**config.mk**
```make
export PLATFORM = sky130hd
export DESIGN_NAME = pcio_cycle_ctrl
export DESIGN_NICKNAME = d
export VERILOG_FILES = /design/src/rtl/pcio_pkg.sv /design/src/rtl/pcio_win_decode.sv /design/src/rtl/pcio_width_sense.sv /design/src/rtl/pcio_phase_seq.sv /design/src/rtl/pcio_cycle_ctrl.sv
export SDC_FILE = /design/constraint.sdc
export NUM_CORES = 1
export LEC_CHECK = 0
export ABC_CLOCK_PERIOD_IN_PS = 3300
export CAP_MARGIN = 0
export CORE_MARGIN = 3
export CORE_UTILIZATION = 49
export DETAILED_ROUTE_END_ITERATION = 16
export GPL_TIMING_DRIVEN = 1
export PLACE_DENSITY = 0.82
export SETUP_SLACK_MARGIN = 0.3
export SLEW_MARGIN = 20
export SYNTH_ARGS = -nofsm -noshare
export SYNTH_HDL_FRONTEND = slang
export SYNTH_SLANG_ARGS = --single-unit
```
**constraint.sdc**
```tcl
create_clock -name clk -period 3.3 [get_ports clk]
set_input_delay 0.66 -clock clk [delete_from_list [all_inputs] [get_ports clk]]
set_output_delay 0.66 -clock clk [all_outputs]
set_load 0.01 [all_outputs]
```
**src/rtl/pcio_pkg.sv**
```systemverilog
package pcio_pkg;

  localparam int DW = 16;

  typedef enum logic [2:0] {
    PH_IDLE   = 3'd0,
    PH_SETUP  = 3'd1,
    PH_STROBE = 3'd2,
    PH_HOLD   = 3'd3,
    PH_DONE   = 3'd4
  } phase_e;

  localparam logic [6:0] WIN_LO_TAG = 7'h0B;  // 0x16000000..0x17FFFFFF
  localparam logic [6:0] WIN_HI_TAG = 7'h0D;  // 0x1A000000..0x1BFFFFFF

  function automatic logic io_window_hit(input logic [31:0] a,
                                         input logic en_lo,
                                         input logic en_hi);
    return (en_lo && (a[31:25] == WIN_LO_TAG)) ||
           (en_hi && (a[31:25] == WIN_HI_TAG));
  endfunction

  // half-cycle delay rounded up to whole cycles, never below one
  function automatic logic [3:0] setup_cycles(input logic [3:0] half_cyc);
    logic [4:0] c;
    c = ({1'b0, half_cyc} + 5'd1) >> 1;
    if (c == 5'd0) c = 5'd1;
    return c[3:0];
  endfunction

  // width sensing is only honoured for a delay of 1.5 cycles or more
  function automatic logic sizing_allowed(input logic [3:0] half_cyc);
    return half_cyc >= 4'd3;
  endfunction

  function automatic logic [DW-1:0] byte_lane_data(input logic [DW-1:0] wd,
                                                   input logic hi_byte);
    return {8'h00, hi_byte ? wd[15:8] : wd[7:0]};
  endfunction

endpackage

```
**src/rtl/pcio_win_decode.sv**
```systemverilog
module pcio_win_decode
  import pcio_pkg::*;
(
  input  logic [31:0] addr,
  input  logic        en_lo,
  input  logic        en_hi,
  output logic        hit
);
  assign hit = io_window_hit(addr, en_lo, en_hi);
endmodule

```
**src/rtl/pcio_width_sense.sv**
```systemverilog
module pcio_width_sense (
  input  logic clk,
  input  logic rst_n,
  input  logic clr,
  input  logic window,
  input  logic iois16,
  output logic narrow_q,
  output logic narrow_d
);
  logic samp_n;

  always_ff @(negedge clk or negedge rst_n) begin
    if (!rst_n) samp_n <= 1'b0;
    else        samp_n <= window & iois16;
  end

  // stage one: half a cycle after the sample; stage two: a full cycle later
  always_ff @(posedge clk or negedge rst_n) begin
    if (!rst_n) begin
      narrow_q <= 1'b0;
      narrow_d <= 1'b0;
    end else if (clr) begin
      narrow_q <= 1'b0;
      narrow_d <= 1'b0;
    end else begin
      narrow_q <= narrow_q | samp_n;
      narrow_d <= narrow_q;
    end
  end

  assert_sample_in_window_R6: assert property (@(posedge clk) disable iff (!rst_n)
    (!clr && $rose(narrow_q)) |-> $past(window));

endmodule

```
**src/rtl/pcio_phase_seq.sv**
```systemverilog
module pcio_phase_seq
  import pcio_pkg::*;
#(
  parameter int STB_CYC  = 3,
  parameter int HOLD_CYC = 2
) (
  input  logic       clk,
  input  logic       rst_n,
  input  logic       start,
  input  logic [3:0] setup_len,
  input  logic       split_req,
  output phase_e     phase,
  output logic       second,
  output logic       strobe_first,
  output logic       strobe_last
);
  localparam int MAXC  = (STB_CYC > HOLD_CYC) ? ((STB_CYC > 8) ? STB_CYC : 8)
                                              : ((HOLD_CYC > 8) ? HOLD_CYC : 8);
  localparam int CNT_W = $clog2(MAXC + 1);
  localparam logic [CNT_W-1:0] STB_LAST  = CNT_W'(STB_CYC - 1);
  localparam logic [CNT_W-1:0] HOLD_LAST = CNT_W'(HOLD_CYC - 1);

  logic [CNT_W-1:0] cnt;
  logic [CNT_W-1:0] setup_last;
  logic             setup_end, hold_end;

  assign setup_last   = CNT_W'(setup_len - 4'd1);
  assign setup_end    = (phase == PH_SETUP)  && (cnt == setup_last);
  assign strobe_first = (phase == PH_STROBE) && (cnt == '0);
  assign strobe_last  = (phase == PH_STROBE) && (cnt == STB_LAST);
  assign hold_end     = (phase == PH_HOLD)   && (cnt == HOLD_LAST);

  always_ff @(posedge clk or negedge rst_n) begin
    if (!rst_n) begin
      phase  <= PH_IDLE;
      cnt    <= '0;
      second <= 1'b0;
    end else begin
      unique case (phase)
        PH_IDLE: if (start) begin
          phase  <= PH_SETUP;
          cnt    <= '0;
          second <= 1'b0;
        end
        PH_SETUP: if (setup_end) begin
          phase <= PH_STROBE;
          cnt   <= '0;
        end else cnt <= cnt + 1'b1;
        PH_STROBE: if (strobe_last) begin
          phase <= PH_HOLD;
          cnt   <= '0;
        end else cnt <= cnt + 1'b1;
        PH_HOLD: if (hold_end) begin
          cnt <= '0;
          if (!second && split_req) begin
            phase  <= PH_SETUP;
            second <= 1'b1;
          end else begin
            phase <= PH_DONE;
          end
        end else cnt <= cnt + 1'b1;
        PH_DONE: phase <= PH_IDLE;
        default: phase <= PH_IDLE;
      endcase
    end
  end

  assert_strobe_after_setup_R2: assert property (@(posedge clk) disable iff (!rst_n)
    (phase == PH_STROBE && $past(phase) != PH_STROBE) |-> $past(phase) == PH_SETUP);

  assert_second_only_split_R8: assert property (@(posedge clk) disable iff (!rst_n)
    (second && phase != PH_IDLE) |-> split_req);

endmodule

```
**src/rtl/pcio_cycle_ctrl.sv**
```systemverilog
module pcio_cycle_ctrl
  import pcio_pkg::*;
#(
  parameter int STB_CYC  = 3,
  parameter int HOLD_CYC = 2,
  parameter int CARD_AW  = 26
) (
  input  logic               clk,
  input  logic               rst_n,
  input  logic               req_valid,
  input  logic [31:0]        req_addr,
  input  logic               req_write,
  input  logic               req_word,
  input  logic               req_le,
  input  logic [15:0]        req_wdata,
  input  logic               cfg_win5_card,
  input  logic               cfg_win6_card,
  input  logic [3:0]         cfg_en2stb,
  output logic               win_hit,
  output logic               rsp_ready,
  output logic [15:0]        rsp_rdata,
  output logic [CARD_AW-1:0] card_addr,
  output logic               card_ce1_n,
  output logic               card_ce2_n,
  output logic               card_iord_n,
  output logic               card_iowr_n,
  output logic [15:0]        card_wdata,
  output logic               card_wdata_oe,
  input  logic [15:0]        card_rdata,
  input  logic               card_iois16
);
  phase_e             phase;
  logic               second, strobe_first, strobe_last;
  logic               start, xfer, strobe, window;
  logic               narrow_q, narrow_d;
  logic               ce1_act, ce2_act, byte_path;
  logic [31:0]        addr_q;
  logic [15:0]        wdata_q, rdata_q;
  logic               wr_q, word_q, le_q;
  logic [3:0]         ted_q, setup_len_q;

  pcio_win_decode u_dec (
    .addr  (req_addr),
    .en_lo (cfg_win5_card),
    .en_hi (cfg_win6_card),
    .hit   (win_hit)
  );

  assign start = req_valid && win_hit && (phase == PH_IDLE);

  always_ff @(posedge clk or negedge rst_n) begin
    if (!rst_n) begin
      addr_q      <= '0;
      wdata_q     <= '0;
      wr_q        <= 1'b0;
      word_q      <= 1'b0;
      le_q        <= 1'b0;
      ted_q       <= '0;
      setup_len_q <= 4'd1;
    end else if (start) begin
      addr_q      <= req_addr;
      wdata_q     <= req_wdata;
      wr_q        <= req_write;
      word_q      <= req_word;
      le_q        <= req_le;
      ted_q       <= cfg_en2stb;
      setup_len_q <= setup_cycles(cfg_en2stb);
    end
  end

  pcio_phase_seq #(.STB_CYC(STB_CYC), .HOLD_CYC(HOLD_CYC)) u_seq (
    .clk          (clk),
    .rst_n        (rst_n),
    .start        (start),
    .setup_len    (setup_len_q),
    .split_req    (narrow_d),
    .phase        (phase),
    .second       (second),
    .strobe_first (strobe_first),
    .strobe_last  (strobe_last)
  );

  assign xfer   = (phase == PH_SETUP) || (phase == PH_STROBE) || (phase == PH_HOLD);
  assign strobe = (phase == PH_STROBE);
  assign window = xfer && !second && word_q && le_q && sizing_allowed(ted_q) &&
                  ((phase == PH_SETUP) || strobe_first);

  pcio_width_sense u_sense (
    .clk      (clk),
    .rst_n    (rst_n),
    .clr      (phase == PH_IDLE),
    .window   (window),
    .iois16   (card_iois16),
    .narrow_q (narrow_q),
    .narrow_d (narrow_d)
  );

  assign ce1_act   = xfer;
  assign ce2_act   = xfer && word_q && !second && !narrow_d;
  assign byte_path = !word_q || narrow_d;

  assign card_ce1_n    = !ce1_act;
  assign card_ce2_n    = !ce2_act;
  assign card_iord_n   = !(strobe && !wr_q);
  assign card_iowr_n   = !(strobe && wr_q);
  assign card_addr     = addr_q[CARD_AW-1:0] + {{(CARD_AW-1){1'b0}}, second};
  assign card_wdata_oe = xfer && wr_q;
  assign card_wdata    = byte_path ? byte_lane_data(wdata_q, second) : wdata_q;

  always_ff @(posedge clk or negedge rst_n) begin
    if (!rst_n) begin
      rdata_q <= '0;
    end else if (strobe_last && !wr_q) begin
      if (!word_q)        rdata_q <= {8'h00, card_rdata[7:0]};
      else if (!narrow_d) rdata_q <= card_rdata;
      else if (second)    rdata_q[15:8] <= card_rdata[7:0];
      else                rdata_q[7:0]  <= card_rdata[7:0];
    end
  end

  assign rsp_ready = (phase == PH_DONE);
  assign rsp_rdata = rdata_q;

  assert_strobe_excl_R3: assert property (@(posedge clk) disable iff (!rst_n)
    !(!card_iord_n && !card_iowr_n));

  assert_strobe_in_enable_R2: assert property (@(posedge clk) disable iff (!rst_n)
    (!card_iord_n || !card_iowr_n) |-> !card_ce1_n);

  assert_ce2_with_ce1_R5: assert property (@(posedge clk) disable iff (!rst_n)
    !card_ce2_n |-> !card_ce1_n);

  assert_byte_no_ce2_R4: assert property (@(posedge clk) disable iff (!rst_n)
    (xfer && !word_q) |-> card_ce2_n);

  assert_ce2_lag_R7: assert property (@(posedge clk) disable iff (!rst_n)
    (xfer && $past(ce2_act) && !ce2_act) |-> $past(narrow_q));

  assert_be_no_split_R9: assert property (@(posedge clk) disable iff (!rst_n)
    (xfer && !le_q) |-> !narrow_q);

  assert_ready_pulse_R10: assert property (@(posedge clk) disable iff (!rst_n)
    rsp_ready |=> !rsp_ready);

endmodule

```
==> flow_summary.toml, run 1 <==
[outcome]
status = "finished clean"

[worst_setup_path]
path_delay_family = "buffers and inverters"
worstSetupPathType = "reg2out"
crit_path_end_kind = "primary output"
timing.rr.start = "u_seq.phase[0]$_DFFE_PN0P_"
critPathMaxFanout = 4
reg2reg_depth = 3
r2r-end = "u_sense.samp_n$_DFF_NN0_"
critical_path.slowest_cell = "clkdlybuf4s50_1"
path_cells = "and4_1 -> nand4_1 -> buf_4 -> nor2_2 -> xor2_1 -> clkdlybuf4s50_1"
cp_num_buf_inv = 2
startpoint_type = "flip-flop"
rrSetupSlack_ns = 0.45
crit_arrival_ns = 2.23
cpPeakStageDelay_ns = 0.56
cp.required_ns = 2.64

[yosys]
synth_compound_area_frac = 0.0492
yosysUniqueCellTypes = 44
synth-xor-area-share = 0.0698
synth_area_um2 = 4140
netlist_instances = 353
synth_top_family_by_area = "multiplexers"
muxShareOfSynthArea = 0.210
async_flop_share = 1.00
yosys.area_share.simple = 0.143
synthFlopType = "dfrtp_1"
synth_nets = 438
yosys_register_bits = 80
synth_edf_count = 0
yosysSeqAreaShare = 0.484
avgSynthCellArea_um2 = 11.7
synthAdderAreaFrac = 0.0242
ys.warnings.count = 0

[timing]
setup_tns_ns = 0
fin_skew_ns = 0.0152
tightestPinTransition_ns = 0.982
fin_ws_ns = 0.414
hold_violations = 0
slew_viol_final = 0
fin_crit_ns = 2.89
setup_violations = 0
min_period_over_period = 0.875
max_freq_mhz = 346
grt_setup_unrepaired = "yes"
max_slew_margin = 0.345

[drt]
drcViolationCount = 0
vias = 3216
ant_nets = 0
drtIter0Drc = 78
avgViaCountPerCell = 5.23
drt_wl_total_um = 9860
routedWlPerCell_um = 16.0
drtPass1Iterations = 4

[power_and_ir_drop]
vdd_drop_max_mv = 0.279
internal_power_mw = 2.04
seq_power_share = 0.429
switching_share = 0.307
power_switching_mw = 0.905
power_mw = 2.95
combPwrFrac = 0.326
powerDensity_nw_per_um2 = 494
leakage_nw = 2.78
p_clk_frac = 0.245

[global_route]
grt-ovfl-total = 0
grt_max_degree = 80
grt_first_pass_wirelength_um = 16600
first_global_vias = 3435
grt_usage = 0.210
antenna_found_initial = 0

[worst_hold_path]
hold_path_end = "rsp_rdata[12]$_DFFE_PN0P_"
worstHoldPathCells = 2
min_path_type = "reg2reg"
hp-start = "rsp_rdata[12]$_DFFE_PN0P_"

[die]
dieArea_um2 = 9590
core_um2 = 7970
io_pins = 142
rows = 32
start_util = 0.520
die_y_um = 97.9
dieWidth_um = 97.9

[clock_tree]
cts_tree = "built"
cts-root-buf = "clkbuf_8"
insertion_delay_ns = 0.34
postCtsHoldBufs = 0
htree_levels = 3
clkTransAtPathRegs_ns = 0.08
cts_sinks = 80
clk_path_buf_depth = 2
numCtsBuffers = 9

[placed_design]
post-place-ws_ns = 0.148
post-dp-hpwl_um = 7230
place_congestion = 0.798
numPortBuffers = 141

[final_layout]
drive_gt1_frac = 0.244
diodes = 0
nNetsFinal = 593
final_core_util = 0.750
area_growth_pct = 44.2

[job]
max_cap_viol_count = 0
[tightest hold or removal path: stages (launching register included)]
cell and delay (ns):
dfrtp_1 0.35, nand2_1 0.05, o21ai_0 0.06
[layer usage]
layer  global-route usage  vias up  wire length (um)  part of all wire
li1                     -     1550                 -                 -
met4               0.0415        0                62            0.0063
met1                0.272     1570              4330              0.44
met3               0.0529        7               554             0.056
met5                    0        -                 0                 0
met2                0.359       89              4920              0.50
[cells by family (layout without fill, tap and decap cells)]
logic type | count (synthesis) | count (layout)
compound gates | 29 | 29
xor+xnor | 33 | 33
fa+ha+maj | 8 | 8
buf+inv | 17 | 177
flops | 80 | 80
mux | 74 | 74
simple gates | 112 | 112
[sequential cells by signal (all words and copies together), names as in the netlist]
name / count
u_sense.narrow_d: 1
wdata_q: 16
u_sense.narrow_q: 1
u_seq.cnt: 4
ted_q: 4
word_q: 1
setup_len_q: 4
wr_q: 1
le_q: 1
u_seq.second: 1
rsp_rdata: 16
u_sense.samp_n: 1
addr_q: 26
u_seq.phase: 3
[synthesized netlist by cell type (all sizes together), types with 5 or more instances]
cell,instances,area [um2]
xnor2,23,201
xor2,10,87.6
and2,9,56.3
nand3,16,85.1
inv,6,22.5
nand2,34,128
dfrtp,78,1950
buf,7,46.3
mux2,74,871
ha,8,100
nand2b,5,31.3
nand4,9,56.3
nor2,13,48.8
o21ai,10,50.1
a21oi,7,35.0
[power by group through the flow]
stage / Sequential [mW] / Combinational (mW) / Clock, mW
finish: 1.27 / 0.960 / 0.723
global route: 1.29 / 1.05 / 0.792
CTS: 1.26 / 0.962 / 0.743
detailed placement: 1.28 / 0.942 / 0
global placement: 1.27 / 0.929 / 0
floorplan: 1.28 / 0.485 / 0
[cell usage in the layout (no fill, tap or decap), types with 6 or more instances in the layout]
| cell | n |
|---|---|
| clkbuf_8 | 10 |
| nand4_1 | 9 |
| mux2_4 | 10 |
| mux2_2 | 64 |
| xnor2_1 | 23 |
| ha_1 | 6 |
| xor2_1 | 10 |
| inv_1 | 6 |
| dfrtp_1 | 77 |
| nand2_1 | 34 |
| buf_4 | 14 |
| a21oi_1 | 7 |
| nor2_1 | 11 |
| clkdlybuf4s50_1 | 127 |
| o21ai_0 | 10 |
| dlygate4sd2_1 | 7 |
| nand3_1 | 14 |
| and2_1 | 9 |
[final cells by class]
cell class	count	area [um2]
multi-input combinational	256	2100
sequential	80	2000
timing repair buffer	155	1520
fill	559	2000
clock buffer	11	141
inverter	6	22.5
clock inverter	5	56.3
tap	102	128
[how the worst max path moves through the flow]
stage,from,endpoint,slack (ns),cells past startpoint
CTS,u_seq.second$_DFFE_PN0P_,card_addr[22],0.29,7
global route,addr_q[5]$_DFFE_PN0P_,card_addr[13],0.28,6
finish,addr_q[5]$_DFFE_PN0P_,card_addr[13],0.41,6
detailed placement,card_iois16,u_sense.samp_n$_DFF_NN0_,0.15,3
floorplan,u_seq.phase[0]$_DFFE_PN0P_,u_sense.samp_n$_DFF_NN0_,0.59,3
global placement,card_iois16,u_sense.samp_n$_DFF_NN0_,0.23,3
[stage by stage]
stage,instances,hold WS (ns),area (um2)
2_1_floorplan,353,0.364,4140
6_report,615,0.497,5970
3_5_place_dp,592,0.478,5680
5_1_grt,615,0.527,5970
3_3_place_gp,592,0.465,5680
4_1_cts,614,0.496,5950
[repair_timing]
item	CTS	global route
buffers inserted	6	1
cloned	0	0
endpoints found under the setup margin	23	17
resized for setup	20	11
(Power assumes the default switching activity.)
==> run 2: changes to the inputs <==
--- a/config.mk
+++ b/config.mk
@@ -12,7 +12,7 @@
 export DETAILED_ROUTE_END_ITERATION = 16
 export GPL_TIMING_DRIVEN = 1
 export PLACE_DENSITY = 0.82
-export SETUP_SLACK_MARGIN = 0.3
+export SETUP_SLACK_MARGIN = 0.5
 export SLEW_MARGIN = 20
 export SYNTH_ARGS = -nofsm -noshare
 export SYNTH_HDL_FRONTEND = slang
==> run 2 against run 1 <==
  * Power is 3.7% higher
  * Count of clock-buffer cells in the layout did not move
  * Combinational power is 12% higher
  * Clock power is essentially flat
  * Maximum frequency is 3.5% higher
  * Non-clock buffer count is 15 higher
  * Worst hold slack gained 0.0025 ns
  * Critical endpoint is now card_addr[25]
  * Largest power group unchanged
  * Highest routed layer unchanged
==> flow_summary.toml, run 2 (synthesis results as in run 1) <==
[outcome]
status = "finished clean"

[worst_hold_path]
min_path_type = "reg2reg"
worstHoldPathCells = 2

[placed_design]
numPortBuffers = 141
placed_cell_area_um2 = 5680
post-dp-hpwl_um = 7230
place_congestion = 0.798
placed_cells = 592

[final_layout]
fillCellCount = 540
area_growth_pct = 48.2
final_core_util = 0.770
fin_cells = 630
final_common_cell = "clkdlybuf4s50_1"
design_area_um2 = 6140
drive_gt1_frac = 0.297
largest_register_ffs = 26
max_flop_register = "addr_q"
diodes = 0
final_cell_mix = "clkdlybuf4s50_1, dfrtp_1, mux2_2"
nNetsFinal = 608

[die]
dieArea_um2 = 9590
rows = 32
core_um2 = 7970
dieWidth_um = 97.9
die_y_um = 97.9
io_pins = 142
start_util = 0.520

[global_route]
grt_first_pass_wirelength_um = 16900
grt-ovfl-total = 0
grt_usage = 0.215
grt_max_degree = 80
first_global_vias = 3523
antenna_found_initial = 0

[drt]
avgViaCountPerCell = 5.31
drtPass1Iterations = 4
ant_nets = 0
drt_wl_total_um = 10300
drcViolationCount = 0
vias = 3346
routedWlPerCell_um = 16.4
drtIter0Drc = 116

[clock_tree]
cts-root-buf = "clkbuf_8"
cts_sinks = 80
clk_path_buf_depth = 2
numCtsBuffers = 9
clkTransAtPathRegs_ns = 0.08
cts_tree = "built"
htree_levels = 3
postCtsHoldBufs = 0
insertion_delay_ns = 0.34

[worst_setup_path]
reg2reg_depth = 4
critPathMaxFanout = 5
worstSetupPathType = "reg2out"
cp.required_ns = 2.64
crit_arrival_ns = 2.13
crit_path_end_kind = "primary output"
startpoint_type = "flip-flop"

[timing]
tightestPinTransition_ns = 0.979
fin_crit_ns = 2.79
setup_violations = 0
fin_skew_ns = 0.0131
max_slew_margin = 0.348
setup_tns_ns = 0
grt_setup_unrepaired = "yes"
slew_viol_final = 0
min_period_over_period = 0.845
max_freq_mhz = 359
timing.hold.ws_ns = 0.499
hold_violations = 0

[power_and_ir_drop]
powerDensity_nw_per_um2 = 498
vdd_drop_max_mv = 0.301
leakage_nw = 2.87

[job]
max_cap_viol_count = 0
[run 2: routing by layer]
layer | track usage | share of wire | vias up
met2 | 0.368 | 0.50 | 111
met1 | 0.276 | 0.43 | 1643
met4 | 0.0511 | 0.010 | 0
met5 | 0 | 0 | -
met3 | 0.0536 | 0.059 | 12
li1 | - | - | 1580
[run 2: worst paths after layout]
kind	startpoint	endpoint	slack, ns
worst max-delay path	addr_q[16]$_DFFE_PN0P_	card_addr[25]	0.51
worst min-delay path	rsp_rdata[15]$_DFFE_PN0P_	rsp_rdata[15]$_DFFE_PN0P_	0.50
worst max register to register	u_seq.phase[0]$_DFFE_PN0P_	u_sense.samp_n$_DFF_NN0_	0.57
worst min register to register	rsp_rdata[15]$_DFFE_PN0P_	rsp_rdata[15]$_DFFE_PN0P_	0.50
max in group asynchronous	rst_n	u_sense.samp_n$_DFF_NN0_	1.55
min in group asynchronous	rst_n	ted_q[2]$_DFFE_PN0P_	0.56
[run 2: through the flow]
step	power, mW	worst slack, ns
finish	3.06	0.512
global route	3.24	0.403
CTS	2.99	0.280
detailed placement	2.23	0.148
global placement	2.20	0.235
floorplan	1.76	0.589
[run 2: layout make-up]
class,count,area [um2],area share
multi-input combinational,256,2170,0.354
sequential,80,2010,0.328
timing repair buffer,170,1600,0.261
clock buffer,11,141,0.0230
tap,102,128,0.0208
clock inverter,5,56.3,0.00918
inverter,6,22.5,0.00367
[run 2: worst max-delay path: stages (launching register included)]
cell and delay [ns]:
dfrtp_1 0.40, and4_4 0.26, nand4_1 0.09, or4_4 0.60
nor2_4 0.11, xor2_1 0.17, buf_2 0.16
[run 2: where the power goes]
part | internal (mW) | total, mW | switching [mW]
Clock | 0.369 | 0.720 | 0.351
Sequential | 1.13 | 1.26 | 0.125
Combinational | 0.608 | 1.08 | 0.473
[run 2: what timing repair did]
action,4_1_cts,5_1_grt
endpoints found under the setup margin,28,13
gates resized for setup,43,24
setup buffers,12,10
pin swaps,3,6
